--- config.mk ---
export PLATFORM = sky130hd
export DESIGN_NAME = ifetch_cache
export DESIGN_NICKNAME = d
export VERILOG_FILES = /design/src/rtl/ifetch_cache_pkg.sv /design/src/rtl/ifc_line_store.sv /design/src/rtl/ifc_victim_pick.sv /design/src/rtl/ifc_fill_ctrl.sv /design/src/rtl/ifetch_cache.sv
export SDC_FILE = /design/constraint.sdc
export NUM_CORES = 1
export LEC_CHECK = 0
export BUFFER_PORTS_ARGS = -buffer_cell sky130_fd_sc_hd__buf_2
export CAP_MARGIN = 20
export CORE_MARGIN = 3
export CORE_UTILIZATION = 45
export CTS_BUF_LIST = sky130_fd_sc_hd__clkbuf_16
export CTS_CLUSTER_DIAMETER = 150
export CTS_CLUSTER_SIZE = 12
export DETAILED_ROUTE_END_ITERATION = 8
export SLEW_MARGIN = 20
export SYNTH_ARGS = -nofsm -noshare
export SYNTH_HDL_FRONTEND = slang
export SYNTH_SLANG_ARGS = --single-unit
--- constraint.sdc ---
create_clock -name clk -period 4.4 [get_ports clk]
set_clock_uncertainty 0.15 [all_clocks]
set_input_delay 0.44 -clock clk [delete_from_list [all_inputs] [get_ports clk]]
set_output_delay 0.44 -clock clk [all_outputs]
set_load 0.03 [all_outputs]
--- src/rtl/ifetch_cache_pkg.sv ---
package ifetch_cache_pkg;

  typedef enum logic [0:0] {
    FILL_IDLE = 1'b0,
    FILL_BUSY = 1'b1
  } fill_state_e;

  // byte k of a flash word lives in bits 8k+7:8k
  function automatic logic [7:0] pick_byte(input logic [31:0] w, input logic [1:0] sel);
    return w[sel*8 +: 8];
  endfunction

endpackage

--- src/rtl/ifc_line_store.sv ---
module ifc_line_store #(
  parameter int LINES = 4,
  parameter int TAG_W = 14,
  parameter int IW    = $clog2(LINES)
) (
  input  logic             clk,
  input  logic             rst_n,
  input  logic             clr,
  input  logic             wr_en,
  input  logic [IW-1:0]    wr_idx,
  input  logic [TAG_W-1:0] wr_tag,
  input  logic [31:0]      wr_word,
  input  logic [TAG_W-1:0] look_tag,
  output logic [LINES-1:0] look_hit,
  output logic [31:0]      look_word,
  input  logic [TAG_W-1:0] peek_tag,
  output logic             peek_hit,
  output logic [LINES-1:0] line_valid
);

  logic [LINES-1:0] vld;
  logic [TAG_W-1:0] tag_q  [LINES];
  logic [31:0]      word_q [LINES];
  logic [LINES-1:0] peek_vec;

  always_ff @(posedge clk or negedge rst_n) begin
    if (!rst_n) begin
      vld <= '0;
    end else if (clr) begin
      vld <= '0;
    end else if (wr_en) begin
      vld[wr_idx] <= 1'b1;
    end
  end

  for (genvar i = 0; i < LINES; i++) begin : g_line
    always_ff @(posedge clk) begin
      if (wr_en && !clr && wr_idx == IW'(i)) begin
        tag_q[i]  <= wr_tag;
        word_q[i] <= wr_word;
      end
    end
    assign look_hit[i] = vld[i] && (tag_q[i] == look_tag);
    assign peek_vec[i] = vld[i] && (tag_q[i] == peek_tag);
  end

  always_comb begin
    look_word = '0;
    for (int i = 0; i < LINES; i++) begin
      if (look_hit[i]) look_word = look_word | word_q[i];
    end
  end

  assign peek_hit   = |peek_vec;
  assign line_valid = vld;

endmodule

--- src/rtl/ifc_victim_pick.sv ---
module ifc_victim_pick #(
  parameter int LINES = 4,
  parameter int IW    = $clog2(LINES)
) (
  input  logic [LINES-1:0] line_valid,
  input  logic [LINES-1:0] line_lock,
  input  logic [IW-1:0]    rr_ptr,
  output logic             li_ok,
  output logic [IW-1:0]    li_idx,
  output logic             rr_ok,
  output logic [IW-1:0]    rr_idx
);

  // pinned-but-empty lines: lowest index wins
  always_comb begin
    li_ok  = 1'b0;
    li_idx = '0;
    for (int i = LINES - 1; i >= 0; i--) begin
      if (line_lock[i] && !line_valid[i]) begin
        li_ok  = 1'b1;
        li_idx = IW'(i);
      end
    end
  end

  // first unlocked line at or after the pointer (LINES is a power of two)
  always_comb begin
    logic [IW-1:0] cand;
    rr_ok  = 1'b0;
    rr_idx = rr_ptr;
    for (int k = LINES - 1; k >= 0; k--) begin
      cand = rr_ptr + IW'(k);
      if (!line_lock[cand]) begin
        rr_ok  = 1'b1;
        rr_idx = cand;
      end
    end
  end

endmodule

--- src/rtl/ifc_fill_ctrl.sv ---
module ifc_fill_ctrl
  import ifetch_cache_pkg::*;
#(
  parameter int LINES    = 4,
  parameter int TAG_W    = 14,
  parameter int FILL_LAT = 4,
  parameter int IW       = $clog2(LINES),
  parameter int CW       = $clog2(FILL_LAT)
) (
  input  logic             clk,
  input  logic             rst_n,
  input  logic             inv,
  input  logic             req_valid,
  input  logic [TAG_W-1:0] req_tag,
  input  logic             line_hit,
  input  logic             peek_line_hit,
  input  logic             li_ok,
  input  logic [IW-1:0]    li_idx,
  input  logic             rr_ok,
  input  logic [IW-1:0]    rr_idx,
  input  logic [31:0]      fl_data,
  output logic [IW-1:0]    rr_ptr,
  output logic [TAG_W-1:0] peek_tag,
  output logic             present,
  output logic             bp_hit,
  output logic [31:0]      bp_word,
  output logic             busy,
  output logic             done,
  output logic             fl_rd,
  output logic [TAG_W-1:0] fl_addr,
  output logic             wr_en,
  output logic [IW-1:0]    wr_idx,
  output logic [TAG_W-1:0] wr_tag
);

  fill_state_e      st;
  logic [CW-1:0]    cnt;
  logic [TAG_W-1:0] fword;
  logic             pref;
  logic [IW-1:0]    prot;
  logic             bp_valid;
  logic [TAG_W-1:0] bp_tag;
  logic             peek_present;
  logic             rr_adv;
  logic             to_bp;

  assign busy         = (st == FILL_BUSY);
  assign bp_hit       = bp_valid && (bp_tag == req_tag);
  assign present      = line_hit || bp_hit;
  assign peek_tag     = fword + TAG_W'(1);
  assign peek_present = peek_line_hit || (bp_valid && bp_tag == peek_tag);
  assign done         = busy && (cnt == CW'(FILL_LAT - 1));
  assign fl_rd        = busy || (req_valid && !present);
  assign fl_addr      = busy ? fword : req_tag;
  assign wr_tag       = fword;

  always_comb begin
    wr_en  = 1'b0;
    wr_idx = rr_idx;
    rr_adv = 1'b0;
    to_bp  = 1'b0;
    if (done && !inv) begin
      if (!pref) begin
        if (li_ok) begin
          wr_en  = 1'b1;
          wr_idx = li_idx;
        end else if (rr_ok) begin
          wr_en  = 1'b1;
          rr_adv = 1'b1;
        end else begin
          to_bp = 1'b1;
        end
      end else if (rr_ok && rr_idx != prot) begin
        wr_en  = 1'b1;
        rr_adv = 1'b1;
      end
    end
  end

  always_ff @(posedge clk or negedge rst_n) begin
    if (!rst_n) begin
      st       <= FILL_IDLE;
      cnt      <= '0;
      fword    <= '0;
      pref     <= 1'b0;
      prot     <= '0;
      rr_ptr   <= '0;
      bp_valid <= 1'b0;
      bp_tag   <= '0;
      bp_word  <= '0;
    end else if (inv) begin
      st       <= FILL_IDLE;
      rr_ptr   <= '0;
      bp_valid <= 1'b0;
    end else begin
      if (rr_adv) rr_ptr <= wr_idx + IW'(1);
      if (to_bp) begin
        bp_valid <= 1'b1;
        bp_tag   <= fword;
        bp_word  <= fl_data;
      end
      case (st)
        FILL_IDLE: begin
          if (req_valid && !present) begin
            st    <= FILL_BUSY;
            cnt   <= CW'(1);
            fword <= req_tag;
            pref  <= 1'b0;
          end
        end
        FILL_BUSY: begin
          if (done) begin
            if (!pref && wr_en && !peek_present) begin
              pref  <= 1'b1;
              cnt   <= '0;
              fword <= peek_tag;
              prot  <= wr_idx;
            end else begin
              st <= FILL_IDLE;
            end
          end else begin
            cnt <= cnt + CW'(1);
          end
        end
        default: st <= FILL_IDLE;
      endcase
    end
  end

endmodule

--- src/rtl/ifetch_cache.sv ---
module ifetch_cache
  import ifetch_cache_pkg::*;
#(
  parameter int ADDR_W   = 16,
  parameter int LINES    = 4,
  parameter int FILL_LAT = 4
) (
  input  logic              clk,
  input  logic              rst_n,
  input  logic              inv,
  input  logic [LINES-1:0]  lock_mask,
  input  logic              req_valid,
  input  logic [ADDR_W-1:0] req_addr,
  output logic              req_ready,
  output logic [7:0]        rd_data,
  output logic              fl_rd,
  output logic [ADDR_W-3:0] fl_addr,
  input  logic [31:0]       fl_data
);

  localparam int TAG_W = ADDR_W - 2;
  localparam int IW    = $clog2(LINES);

  logic [TAG_W-1:0] req_tag;
  logic [LINES-1:0] look_hit;
  logic [31:0]      look_word;
  logic [TAG_W-1:0] peek_tag;
  logic             peek_hit;
  logic [LINES-1:0] line_valid;
  logic             li_ok, rr_ok;
  logic [IW-1:0]    li_idx, rr_idx, rr_ptr;
  logic             present, bp_hit, busy, done;
  logic [31:0]      bp_word;
  logic             wr_en;
  logic [IW-1:0]    wr_idx;
  logic [TAG_W-1:0] wr_tag;

  assign req_tag = req_addr[ADDR_W-1:2];

  ifc_line_store #(.LINES(LINES), .TAG_W(TAG_W), .IW(IW)) u_store (
    .clk(clk), .rst_n(rst_n), .clr(inv),
    .wr_en(wr_en), .wr_idx(wr_idx), .wr_tag(wr_tag), .wr_word(fl_data),
    .look_tag(req_tag), .look_hit(look_hit), .look_word(look_word),
    .peek_tag(peek_tag), .peek_hit(peek_hit), .line_valid(line_valid)
  );

  ifc_victim_pick #(.LINES(LINES), .IW(IW)) u_pick (
    .line_valid(line_valid), .line_lock(lock_mask), .rr_ptr(rr_ptr),
    .li_ok(li_ok), .li_idx(li_idx), .rr_ok(rr_ok), .rr_idx(rr_idx)
  );

  ifc_fill_ctrl #(.LINES(LINES), .TAG_W(TAG_W), .FILL_LAT(FILL_LAT), .IW(IW)) u_ctrl (
    .clk(clk), .rst_n(rst_n), .inv(inv),
    .req_valid(req_valid), .req_tag(req_tag),
    .line_hit(|look_hit), .peek_line_hit(peek_hit),
    .li_ok(li_ok), .li_idx(li_idx), .rr_ok(rr_ok), .rr_idx(rr_idx),
    .fl_data(fl_data), .rr_ptr(rr_ptr), .peek_tag(peek_tag),
    .present(present), .bp_hit(bp_hit), .bp_word(bp_word),
    .busy(busy), .done(done), .fl_rd(fl_rd), .fl_addr(fl_addr),
    .wr_en(wr_en), .wr_idx(wr_idx), .wr_tag(wr_tag)
  );

  assign req_ready = req_valid && present;
  assign rd_data   = pick_byte(bp_hit ? bp_word : look_word, req_addr[1:0]);

endmodule

==> results of run 1 <==
==> power by group through the flow <==
stage	clock (mW)	combinational, mW	sequential (mW)
2_1_floorplan	0	1.20	2.94
3_3_place_gp	0	1.74	3.02
3_5_place_dp	0	1.75	3.02
4_1_cts	1.99	1.78	2.97
5_1_grt	2.10	1.93	3.00
6_report	1.97	1.80	2.98
==> metrics by stage <==
step	power [mW]	instance area [µm²]	utilization	cells	worst slack (ns)
finish	6.75	15100	0.537	1554	0.185
global route	7.03	15100	0.537	1554	0.0806
CTS	6.74	15100	0.537	1554	0.0668
detailed placement	4.77	14000	0.499	1475	0.471
global placement	4.77	14000	0.499	1475	0.482
floorplan	4.15	13000	-	1046	0.974
==> cells in the final DEF (no fill, tap or decap), types with 25 or more instances in the layout <==
cell type | Yosys | layout
clkbuf_16 | 0 | 25
nand3_1 | 32 | 32
nand4_1 | 28 | 28
dlygate4sd3_1 | 0 | 33
nor2_1 | 54 | 53
buf_2 | 15 | 78
xnor2_1 | 117 | 117
edfxtp_1 | 184 | 184
a22oi_1 | 66 | 66
dfrtp_1 | 73 | 73
mux2_2 | 60 | 60
a21oi_1 | 32 | 32
buf_4 | 2 | 50
nand2_1 | 31 | 31
a31oi_1 | 25 | 25
inv_1 | 16 | 35
==> state kept, by name (all words and copies together) (netlist names) <==
name                flops
u_ctrl.bp_tag          14
u_ctrl.bp_valid         1
u_ctrl.bp_word         32
u_ctrl.busy             1
u_ctrl.cnt              2
u_ctrl.pref             1
u_ctrl.prot             2
u_ctrl.rr_ptr           2
u_ctrl.wr_tag          14
u_store.line_valid      4
u_store.tag_q          56
u_store.word_q        128
==> critical path, stage by stage (launching register included) <==
cell	delay, ns
edfxtp_1	0.50
xnor2_1	0.20
nand4_1	0.26
nor4_2	0.55
buf_12	0.28
a22oi_1	0.11
a311oi_1	0.55
a211oi_1	0.18
a21oi_1	0.18
buf_2	0.22
==> per-layer routing <==
layer  vias to the layer above  global-route usage  wire length, µm
met5                         -                   0                0
met4                         0              0.0759             1150
met3                        79              0.0564             3730
met2                       435               0.362            16700
met1                      4669               0.388            17700
li1                       4205                   -                -
==> worst paths after layout <==
check	startpoint	endpoint	slack (ns)
worst max-delay path	u_store.tag_q[1][5]$_DFFE_PP_	rd_data[6]	0.19
worst max register to register	u_ctrl.wr_tag[5]$_DFFE_PN0P_	u_ctrl.wr_tag[11]$_DFFE_PN0P_	0.43
min in group asynchronous	rst_n	u_ctrl.prot[0]$_DFFE_PN0P_	0.40
worst min-delay path	req_addr[8]	u_ctrl.wr_tag[6]$_DFFE_PN0P_	0.12
worst min register to register	u_ctrl.bp_word[31]$_DFFE_PN0P_	u_ctrl.bp_word[31]$_DFFE_PN0P_	0.36
max in group asynchronous	rst_n	u_ctrl.bp_tag[7]$_DFFE_PN0P_	2.87
==> final cells by class <==
class	count	area, µm²	share of cell area
Inverter	18	67.6	0.00448
Timing Repair Buffer	167	1220	0.0806
Clock buffer	25	626	0.0415
Tap cell	378	473	0.0314
Sequential cell	257	7350	0.487
Clock inverter	21	100	0.00664
Multi-Input combinational cell	688	5250	0.348
==> kinds of logic (layout without fill, tap and decap cells) <==
group / count (synthesis) / count (layout) / synth area share
AOI/OAI and AO/OA: 239 / 239 / 0.130
and+or+nand+nor: 230 / 230 / 0.0968
buffers and inverters: 101 / 231 / 0.0318
muxes: 62 / 62 / 0.0536
DFF: 257 / 257 / 0.567
adders and majority gates: 6 / 6 / 0.00579
xor gates and xnor gates: 151 / 151 / 0.115
==> what timing repair did <==
action	CTS	global route
hold endpoints to repair	183	0
resized for setup	0	1
hold buffers	33	0
endpoints found under the setup margin	0	6
==> impl_results.md, run 1 <==
- Outcome: finished, final reports clean
- Clk buf depth: 3
- Gr usage total: 0.254
- Vias/cell: 6.04
- Clock network power share: 0.291
- Initial Util: 0.462
- H-tree depth: 1
- Critical Path Sink Type: primary output
- Width of the die: around 180 µm
- Sequential Power Share: 0.442
- Max-slew violation count: 0
- Crit start category: flip-flop
- Synth unique cells: 67
- Core ar.: 28100 µm²
- PwrDens: between 400 and 500 nW/µm²
- Largest net degree at the start of global routing: 57
- # setup viols final: 0
- Warnings, synthesis: 0
- Fmax: between 200 and 250 MHz
- # fillers: between 2000 and 2500
- Vias in the first global route: around 9200
- Largest cells by area after synthesis: edfxtp_1, dfrtp_1, xnor2_1
- Final RePlAce weighted congestion: 0.965
- Diodes inserted: 0
- Cell Int Power: around 4.6 mW
- Synth top area share: 0.426
- Final nets: around 1200
- Iter 0 DRT Violations: 1060
- Synth area leader: edfxtp_1
- DRT antenna net count: 0
- Setup repair bufs after CTS: 0
- Fin crit share: 0.958
- Net Switching: roughly 2.2 mW
- CP Data Required Time: 3.81 ns
- Synth Flop Type: edfxtp_1
- Peak VDD IR: around 0.38 mV
- Mapped Nets: ~1100
- Worst min-delay path class: in -> reg
- I/O pins: 80
- Endpoints failing hold: 0
- Synth Area per Inst: roughly 12 µm²
- Most numerous cell in the Yosys netlist: edfxtp_1
- TritonRoute pass-1 iters: 5
- Relative slew slack: 0.369
- Min Tclk post-route: 4.21 ns
- DR DRC count: 0
- CTS tree: yes
- CTS buffer count: 25
- Setup Total Neg Slack: 0 ns
- Syn-to-layout area delta: 16.3%
- Max-cap violations: 0
- Mapped Area: roughly 13000 µm²
- Crit path DAT: approximately 3.6 ns
- RSZ-0062 raised after global routing: no
- Reg2Reg Depth: 12
- Cells after synthesis: about 1000
- Comb pwr share: 0.267
- Fraction of layout instances using a drive strength above 1: 0.206
- Worst-Margin Slew: approximately 0.95 ns
- Hpwl dp: 26300 µm
- Root buf cell: clkbuf_16
- # port buffers: slightly below 80
- Total grt overflow: 0
- Synth async-reset ratio: 0.284
- Hold path cells: 3
- EDFF count, synth: 184
- Total Routed Length: roughly 39000 µm
- Seq/Total Area, Yosys: 0.567
- Switch share: 0.323
- First-pass GRT wire length: a little under 60000 µm
- Die area: 30900 µm²
- Rows: slightly above 60
- Worst Setup Path Type: reg -> out
- Leakage: about 5.5 nW
- Sink Count: roughly 260
- Commonest cells post-synth: edfxtp_1, xnor2_1, dfrtp_1
- Worst hold slack: 0.120 ns
- Number of synthesized register bits: approximately 260
- CTS clk-pin slew, worst paths: about 0.07 ns
- Via count: around 9400
- Initial antenna violation count: 0
- CP Max Fanout: 32
- Post-DR wirelength/cell: roughly 25 µm
- Worst-Skew Late Latency: approximately 0.56 ns
- Die Ht: between 150 and 200 µm
Power figures use the tool's default switching activity.
==> inputs of run 2 (changes only) <==
--- a/config.mk
+++ b/config.mk
@@ -10,7 +10,7 @@
 export CORE_MARGIN = 3
 export CORE_UTILIZATION = 45
 export CTS_BUF_LIST = sky130_fd_sc_hd__clkbuf_16
-export CTS_CLUSTER_DIAMETER = 150
+export CTS_CLUSTER_DIAMETER = 50
 export CTS_CLUSTER_SIZE = 12
 export DETAILED_ROUTE_END_ITERATION = 8
 export SLEW_MARGIN = 20
==> constraint.sdc (replaced) <==
create_clock -name clk -period 4.4 [get_ports clk]
set_clock_uncertainty 0.15 [all_clocks]
set_input_delay 0 -clock clk [delete_from_list [all_inputs] [get_ports clk]]
set_output_delay 0 -clock clk [all_outputs]
set_load 0.03 [all_outputs]
==> impl_results.md, run 2 (synthesis results as in run 1) <==
- Outcome: finished, final reports clean (unchanged)
- Initial antenna violation count: 0 (unchanged)
- CTS clk-pin slew, worst paths: 0.06 ns (was 0.07 ns)
- H-tree depth: 1 (unchanged)
- Crit start category: flip-flop (unchanged)
- Placed insts: 1461 (was 1475)
- Worst Path Buf+Inv: 1 (was 2)
- Setup Total Neg Slack: 0 ns (unchanged)
- Root buf cell: clkbuf_16 (unchanged)
- Gr usage total: 0.246 (was 0.254)
- Crit path depth: 10 (was 9)
- Worst Setup Path Type: reg -> reg (was reg -> out)
- # fillers: 2467 (was 2476)
- Min Tclk post-route: 4.14 ns (was 4.21 ns)
- Hpwl dp: 25200 µm (was 26300 µm)
- DR DRC count: 0 (unchanged)
- Relative slew slack: 0.385 (was 0.369)
- I/O pins: 80 (unchanged)
- Die Ht: 176 µm (unchanged)
- Vias in the first global route: 9131 (was 9232)
- Sink Count: 257 (unchanged)
- Worst R2R End: u_ctrl.wr_tag[0]$_DFFE_PN0P_ (was u_ctrl.wr_tag[11]$_DFFE_PN0P_)
- R2r setup slk: 0.26 ns (was 0.43 ns)
- Fmax: 242 MHz (was 237 MHz)
- Worst hold slack: 0.0420 ns (was 0.120 ns)
- Fin util: 0.550 (was 0.537)
- Top cell family by delay on the critical path: simple AND/OR/NAND/NOR gates (was compound AO/OA/AOI/OAI gates)
- Crit path to: u_ctrl.wr_tag[0]$_DFFE_PN0P_ (was rd_data[6])
- Width of the die: 176 µm (unchanged)
- Core ar.: 28100 µm² (unchanged)
- Largest Register: u_store.word_q (unchanged)
- CTS tree: yes (unchanged)
- Design Area, Final: 15400 µm² (was 15100 µm²)
- Most frequent cells in the layout: edfxtp_1, xnor2_1, buf_2 (unchanged)
- Clk buf depth: 3 (unchanged)
- DRT antenna net count: 0 (unchanged)
- CP Max Fanout: 13 (was 32)
- Rows: 61 (unchanged)
- Syn-to-layout area delta: 19.1% (was 16.3%)
- Via count: 9365 (was 9388)
- Vias/cell: 5.95 (was 6.04)
- Worst-Skew Late Latency: 0.56 ns (about the same)
- Diodes inserted: 0 (unchanged)
- Crit path DAT: 4.44 ns (was 3.62 ns)
- # setup viols final: 0 (unchanged)
- Worst min-delay path class: in -> reg (unchanged)
- Fin crit share: 0.940 (was 0.958)
- Leakage: 5.63 nW (was 5.49 nW)
- Area after DPL: 13900 µm² (was 14000 µm²)
- FF-to-FF Start: u_ctrl.wr_tag[1]$_DFFE_PN0P_ (was u_ctrl.wr_tag[5]$_DFFE_PN0P_)
- First-pass GRT wire length: 57900 µm (was 59300 µm)
- Commonest non-fill, non-tap cell in the layout: edfxtp_1 (unchanged)
- Iter 0 DRT Violations: 885 (was 1060)
- Critical Path Sink Type: flip-flop (was primary output)
- Setup WS post-layout: 0.263 ns (was 0.185 ns)
- CP Data Required Time: 4.70 ns (was 3.81 ns)
- Post-Place Worst Slack: 0.361 ns (was 0.471 ns)
- Power Total: 7.20 mW (was 6.75 mW)
- Post-DR wirelength/cell: 24.3 µm (was 25.3 µm)
- PwrDens: 466 nW/µm² (was 447 nW/µm²)
- Max reg flops: 128 (unchanged)
- Endpoints failing hold: 0 (unchanged)
- Initial Util: 0.462 (unchanged)
- Total Routed Length: 38200 µm (was 39300 µm)
- Final nets: 1233 (was 1219)
- Largest net degree at the start of global routing: 48 (was 57)
- CP Cell Sequence: ha_1, inv_1, nor4_2, xnor3_1, o2111a_1, nand4_1, o41ai_2, nor2_1, nand2_1, a311o_1 (was xnor2_1, nand4_1, nor4_2, buf_12, a22oi_1, a311oi_1, a211oi_1, a21oi_1, buf_2)
- Peak VDD IR: 0.321 mV (was 0.384 mV)
- Fraction of layout instances using a drive strength above 1: 0.208 (was 0.206)
- Worst-Margin Slew: 0.920 ns (was 0.947 ns)
- Final RePlAce weighted congestion: 0.947 (was 0.965)
- TritonRoute pass-1 iters: 5 (unchanged)
- Crit path from: u_ctrl.wr_tag[1]$_DFFE_PN0P_ (was u_store.tag_q[1][5]$_DFFE_PP_)
- Max-slew violation count: 0 (unchanged)
- Total grt overflow: 0 (unchanged)
- Largest regs: u_store.word_q: 128 flops, u_store.tag_q: 56 flops, u_ctrl.bp_word: 32 flops (unchanged)
- RSZ-0062 raised after global routing: yes (was no)
- Fin cells: 1574 (was 1554)
- # port buffers: 79 (unchanged)
- Die area: 30900 µm² (unchanged)
- Max-cap violations: 0 (unchanged)
- Max stage delay cell, worst path: dfrtp_1 (was nor4_2)
- CTS buffer count: 31 (was 25)
- Max incr delay on CP: 0.65 ns (was 0.55 ns)
- Reg2Reg Depth: 10 (was 12)
run 2: area by class of cell:
cell class | instances | area, µm² | area share
clock inverter | 26 | 206 | 0.0134
clock buffer | 32 | 801 | 0.0518
timing repair buffer | 175 | 1300 | 0.0844
inverter | 18 | 67.6 | 0.00437
multi-input combinational | 688 | 5250 | 0.340
sequential | 257 | 7350 | 0.476
tap | 378 | 473 | 0.0306
run 2: worst min path at each step:
stage / cells after the start / endpoint / from / slack, ns
6_report: 5 / u_ctrl.prot[0]$_DFFE_PN0P_ / lock_mask[0] / 0.04
3_5_place_dp: 1 / u_ctrl.rr_ptr[0]$_DFFE_PN0P_ / rst_n / -0.13
2_1_floorplan: 0 / u_ctrl.bp_tag[0]$_DFFE_PN0P_ / rst_n / -0.45
5_1_grt: 2 / u_store.word_q[0][29]$_DFFE_PP_ / fl_data[29] / 0.05
3_3_place_gp: 1 / u_ctrl.rr_ptr[1]$_DFFE_PN0P_ / rst_n / -0.13
4_1_cts: 5 / u_ctrl.prot[0]$_DFFE_PN0P_ / lock_mask[0] / 0.02
run 2: layer usage:
metal / global-route usage / up-vias / share of wire
met1: 0.382 / 4674 / 0.46
met3: 0.0391 / 61 / 0.072
met4: 0.0666 / 0 / 0.027
met5: 0 / - / 0
met2: 0.360 / 371 / 0.44
li1: - / 4259 / -
run 2: what timing repair did:
| item | CTS | global route |
|---|---|---|
| setup buffers | 0 | 0 |
| hold endpoints to repair | 258 | 0 |
| endpoints found under the setup margin | 0 | 1 |
| gates resized for setup | 0 | 0 |
| hold buffers | 55 | 0 |
run 2: worst min-delay path, delay by kind of cell:
kind            cells  cell delay (ns)
compound gates      2             0.27
buf+inv             2             0.27
simple gates        1             0.18
run 2: power breakdown:
group | switching (mW) | total (mW) | internal [mW]
logic | 1.02 | 1.73 | 0.708
registers | 0.207 | 3.00 | 2.79
clock network | 1.03 | 2.48 | 1.45
